===== config.mk =====
export PLATFORM = sky130hd
export DESIGN_NAME = hw_ctrl_decoder
export DESIGN_NICKNAME = d
export VERILOG_FILES = /design/src/rtl/hwc_pkg.sv /design/src/rtl/hwc_onehot_dec.sv /design/src/rtl/hwc_seq_counter.sv /design/src/rtl/hwc_instr_reg.sv /design/src/rtl/hw_ctrl_decoder.sv
export SDC_FILE = /design/constraint.sdc
export NUM_CORES = 1
export LEC_CHECK = 0
export BUFFER_PORTS_ARGS = -buffer_cell sky130_fd_sc_hd__buf_4
export CAP_MARGIN = 5
export CORE_MARGIN = 2
export CORE_UTILIZATION = 45
export CTS_CLUSTER_DIAMETER = 80
export DETAILED_ROUTE_END_ITERATION = 10
export PLACE_DENSITY = 0.88
export SLEW_MARGIN = 20
export SYNTH_ARGS = -nofsm -noshare
export SYNTH_HDL_FRONTEND = slang
export SYNTH_SLANG_ARGS = --single-unit

===== constraint.sdc =====
create_clock -name clk -period 3.3 [get_ports clk]
set_input_delay 0.165 -clock clk [delete_from_list [all_inputs] [get_ports clk]]
set_output_delay 0.165 -clock clk [all_outputs]
set_load 0.01 [all_outputs]

===== src/rtl/hwc_pkg.sv =====
// Package: shared widths for the hardwired control decoder.
// Assumes a fixed split of the instruction word: indirect bit, operation code, address field.
package hwc_pkg;
    parameter int INSTR_W = 16;
    parameter int OPC_W   = 3;
    parameter int ADDR_W  = 12;
    parameter int SC_W    = 4;
    localparam int NUM_OPS = 1 << OPC_W;
    localparam int NUM_T   = 1 << SC_W;
endpackage


===== src/rtl/hwc_onehot_dec.sv =====
// Module: binary to one-hot decoder, used for both the opcode and the step counter.
// Assumes the output width is 2**IN_W. The output is purely combinational.
module hwc_onehot_dec #(
    parameter int IN_W  = 3,
    localparam int OUT_W = 1 << IN_W
) (
    input  logic [IN_W-1:0]  code,
    output logic [OUT_W-1:0] lines
);
    // Generate one comparator per output line.
    for (genvar g = 0; g < OUT_W; g++) begin : g_line
        assign lines[g] = (code == IN_W'(g));
    end
endmodule


===== src/rtl/hwc_seq_counter.sv =====
// Module: step counter with clear, load and increment controls.
// Assumes priority clear > load > increment > hold, and wraps at the top value.
module hwc_seq_counter #(
    parameter int W = 4
) (
    input  logic         clk,
    input  logic         rst_n,
    input  logic         clr,
    input  logic         ld,
    input  logic [W-1:0] ld_val,
    input  logic         inc,
    output logic [W-1:0] cnt
);
    logic [W-1:0] cnt_nxt;

    // Select the next count by priority.
    always_comb begin
        if (clr)      cnt_nxt = '0;
        else if (ld)  cnt_nxt = ld_val;
        else if (inc) cnt_nxt = cnt + W'(1);
        else          cnt_nxt = cnt;
    end

    // Register the count, with synchronous active-low reset.
    always_ff @(posedge clk) begin
        if (!rst_n) cnt <= '0;
        else        cnt <= cnt_nxt;
    end
endmodule


===== src/rtl/hwc_instr_reg.sv =====
// Module: instruction register plus a separate indirect flip-flop.
// Assumes the indirect bit is the top bit of the word, the opcode sits directly below it,
// and the address field fills the low bits.
module hwc_instr_reg #(
    parameter int INSTR_W = 16,
    parameter int OPC_W   = 3,
    parameter int ADDR_W  = 12
) (
    input  logic               clk,
    input  logic               rst_n,
    input  logic               load,
    input  logic [INSTR_W-1:0] word,
    output logic               ind,
    output logic [OPC_W-1:0]   opcode,
    output logic [ADDR_W-1:0]  addr
);
    localparam int OPC_LO = ADDR_W;
    localparam int IND_B  = INSTR_W - 1;

    logic [INSTR_W-1:0] ir_q;

    // Capture the word and its indirect bit together when load is granted.
    always_ff @(posedge clk) begin
        if (!rst_n) begin
            ir_q <= '0;
            ind  <= 1'b0;
        end else if (load) begin
            ir_q <= word;
            ind  <= word[IND_B];
        end
    end

    // Split the stored word into its opcode and address fields.
    always_comb begin
        opcode = ir_q[OPC_LO +: OPC_W];
        addr   = ir_q[ADDR_W-1:0];
    end
endmodule


===== src/rtl/hw_ctrl_decoder.sv =====
// Module: top of the hardwired control decoder.
// Assumes the instruction register loads only in step FETCH_SLOT, and that the indirect
// address step falls in step IND_SLOT. Every output comes from registered state.
module hw_ctrl_decoder
    import hwc_pkg::*;
#(
    parameter int FETCH_SLOT = 1,
    parameter int IND_SLOT   = 3
) (
    input  logic               clk,
    input  logic               rst_n,
    input  logic [INSTR_W-1:0] mem_word,
    input  logic               ir_load,
    input  logic               sc_clr,
    input  logic               sc_load,
    input  logic [SC_W-1:0]    sc_load_val,
    input  logic               sc_inc,
    output logic [NUM_T-1:0]   t_lines,
    output logic [NUM_OPS-1:0] d_lines,
    output logic               ind_flag,
    output logic [ADDR_W-1:0]  addr_bits,
    output logic               reg_ref,
    output logic               io_ref,
    output logic               ind_step
);
    localparam int TOP_OP = NUM_OPS - 1;

    logic [SC_W-1:0]  sc_cnt;
    logic [OPC_W-1:0] opcode;
    logic             ir_grant;

    hwc_seq_counter #(.W(SC_W)) u_sc (
        .clk(clk), .rst_n(rst_n), .clr(sc_clr), .ld(sc_load),
        .ld_val(sc_load_val), .inc(sc_inc), .cnt(sc_cnt)
    );

    hwc_onehot_dec #(.IN_W(SC_W)) u_tdec (.code(sc_cnt), .lines(t_lines));

    // Grant the instruction load only in the fetch slot.
    always_comb ir_grant = ir_load && t_lines[FETCH_SLOT];

    hwc_instr_reg #(.INSTR_W(INSTR_W), .OPC_W(OPC_W), .ADDR_W(ADDR_W)) u_ir (
        .clk(clk), .rst_n(rst_n), .load(ir_grant), .word(mem_word),
        .ind(ind_flag), .opcode(opcode), .addr(addr_bits)
    );

    hwc_onehot_dec #(.IN_W(OPC_W)) u_ddec (.code(opcode), .lines(d_lines));

    // Qualify the instruction class and the indirect step.
    always_comb begin
        reg_ref  = d_lines[TOP_OP] && !ind_flag;
        io_ref   = d_lines[TOP_OP] && ind_flag;
        ind_step = t_lines[IND_SLOT] && ind_flag && !d_lines[TOP_OP];
    end
endmodule


==> metrics <==
met2 routed wirelength=around 1.3 mm; Core Rows=17; CTS tree=built; Synth area leaders=dfxtp_1 37%, and2_1 8.7%, nand3_1 7.9%, o21ai_0 7.5%, nand2_1 7.0%; mapped cell area=0.00107 sq mm; layout cell share with drive strength beyond 1=36.6%; fin crit period=1.59 ns; Top Ports=66; Detailed Place HPWL=2.05 mm; maximum net fanout on the critical path=10; TritonCTS Buffers=3; Comb power frac=15.1%; Crit Path Category=register to output port; FILL cells=180; antenna violations before repair=0; syn_nets=around 170; register area=400 sq um; post-synthesis cell count=137; Chip Height=52.9 um; GPL Wtd Cong=0.811; Pint=approximately 350 uW; Yosys warnings=0; post-synthesis sequential area ratio=37.3%; Synth cell types=26; DR WL met3=220 um; static leakage=~0.76 nW; CTS resizes=0; Routed Antenna Nets=0; Final Net Count=approximately 230; vias per inst=4.91; final wirelength=about 2.6 mm; Avg Inst Size Synth=7.85 sq um; Synth top cells by count=20 x dfxtp_1, 20 x nand2_1, 17 x nand3_1, 16 x o21ai_0, 15 x and2_1; CP max stage delay=roughly 0.49 ns; Post-synth ARST share=0%; Via Count=1090; DR WL/cell=11.8 um; Peak VDD IR=218 uV; clk_lat worst skew=0.30 ns; slew margin rel.=63.3%; Psw=112 uW; vias in the first global route=1006; gr usage total=~20%; Metal-1 WL=1.05 mm; clock sinks=20; CP Capture Type=output port; Core Region=approximately 0.0022 sq mm; top cell type's share of synthesized area=37.3%; status=complete, no violations; Tcrit/Tclk final=48.2%; Final Max Tran Viols=0; Die X=52.9 um; H-tree depth=1; port buffer count=65; ANT cells=0; Hold Path Class=input pin to register; Critical Path RT=3.13 ns; total negative slack=0 ns; Slowest-stage cell, CP=dfxtp_1; post-route worst setup slack=1.71 ns; Final Hold Viols=0; unrepaired setup endpoints after global routing=false; GR Overflow Total=0; initial core utilization=48.1%; Clk Tree Root Cell=clkbuf_4; CP top delay family=simple AND/OR/NAND/NOR gates; cell chain of the critical path=nor2_1 -> and2_1 -> and3_1 -> buf_4; drt first pass iters=4; # setup viols final=0; Die Area=0.00280 sq mm; Area Overhead vs Synth=44.7%; clk slew on worst S/H paths=around 0.11 ns; DRC errors left=0; FF+latch count, synth=20; startpoint types=register; sequential power share=54.5%; Post-synth EDFFs=0; DR top layer=met4; Multi-input gate area=581 sq um; Max Root-Sink Buffers=2; Peak Freq=628 MHz; Worst Path Buf+Inv=1; setup bufs post-CTS=0; setup slack at placement=1.72 ns; first-pass GRT wire length=4.09 mm; main flop type after synthesis=dfxtp_1; initial DRC count=15; WP data arrival=1.43 ns; hold_buf cts=0; Least-Margin Pin Slew=0.551 ns; Clk network pwr share=30.4%; Pwr per Cell Area=300 mW/mm^2; max-cap violations=0; largest area contributor in the netlist=dfxtp_1; largest net degree at the start of global routing=34; Sw Share=approximately a quarter; Layout Skew=between 0.002 and 0.003 ns
==> power groups by stage <==
stage	sequential [mW]	clock, mW	combinational (mW)
after floorplan	0.257	0	0.0348
after global placement	0.259	0	0.0679
after detailed placement	0.259	0	0.0707
after CTS	0.254	0.144	0.0710
after global routing	0.255	0.155	0.0769
final	0.254	0.142	0.0702
==> state kept, by name, summed over array words and instances (netlist names) <==
signal and cells:
u_ir.ir_q 15, u_sc.cnt 4, u_ir.ind 1
==> placed cells by master, fill, tap and decap left out, types with 3 or more instances in the layout <==
cell | netlist | routed
nor3b_1 | 3 | 3
ha_1 | 4 | 4
and3_1 | 5 | 5
inv_1 | 4 | 4
buf_4 | 0 | 65
o21ai_1 | 3 | 3
clkbuf_4 | 0 | 3
and2_1 | 15 | 15
nor2_1 | 3 | 3
o21ai_0 | 16 | 16
dfxtp_1 | 20 | 20
nand2_1 | 20 | 20
nand3_1 | 17 | 17
==> metal layers <==
metal	GRT usage (%)	up-vias
met1	20.3	472
met3	2.82	5
met4	8.97	0
met2	38.5	44
li1	-	569
met5	0	-
==> kinds of logic after synthesis <==
logic type	after synthesis	share of synthesized area (%)
AO/OA/AOI/OAI	22	10.6
XOR/XNOR	3	2.45
adder cells (fa/ha/maj)	4	4.66
buffers and inverters	16	8.73
flip-flops	20	37.3
multiplexers	1	0.931
AND/OR/NAND/NOR	71	35.4
==> worst register-to-register path, cell delays in order (launching register included) <==
cell      delay [ns]
dfxtp_1         0.43
ha_1            0.23
and4bb_2        0.61
nand3_1         0.18
o21ai_2         0.08
==> final timing paths <==
kind | from | endpoint | slack [ns] | depth (start not counted)
hold reg to reg | u_ir.ir_q[0] | u_ir.ir_q[0] | 0.46 | 2
hold / removal | mem_word[14] | u_ir.ir_q[14] | 0.07 | 3
setup / recovery | u_sc.cnt[2] | ind_step | 1.71 | 4
setup reg to reg | u_sc.cnt[0] | u_ir.ir_q[1] | 1.72 | 4
==> per-stage QoR <==
| stage | hold WS, ns | total power [mW] | area (sq um) | instances | utilization, % |
|---|---|---|---|---|---|
| after detailed placement | 0.389 | 0.330 | 1520 | 218 | 68.0 |
| after global placement | 0.378 | 0.327 | 1520 | 218 | 68.0 |
| after global routing | 0.0764 | 0.487 | 1560 | 222 | 69.6 |
| after floorplan | 0.295 | 0.292 | 1070 | 137 | - |
| after CTS | 0.0681 | 0.469 | 1560 | 222 | 69.6 |
| final | 0.0707 | 0.466 | 1560 | 222 | 69.6 |
==> layout make-up <==
type,count,area share [%]
clock buffers,4,2.33
well taps,28,2.25
repair buffers,65,31.4
multi-input cells,101,37.3
inverters,4,0.965
flip-flops and latches,20,25.7
Note: power is estimated with default switching activity, not from simulation.
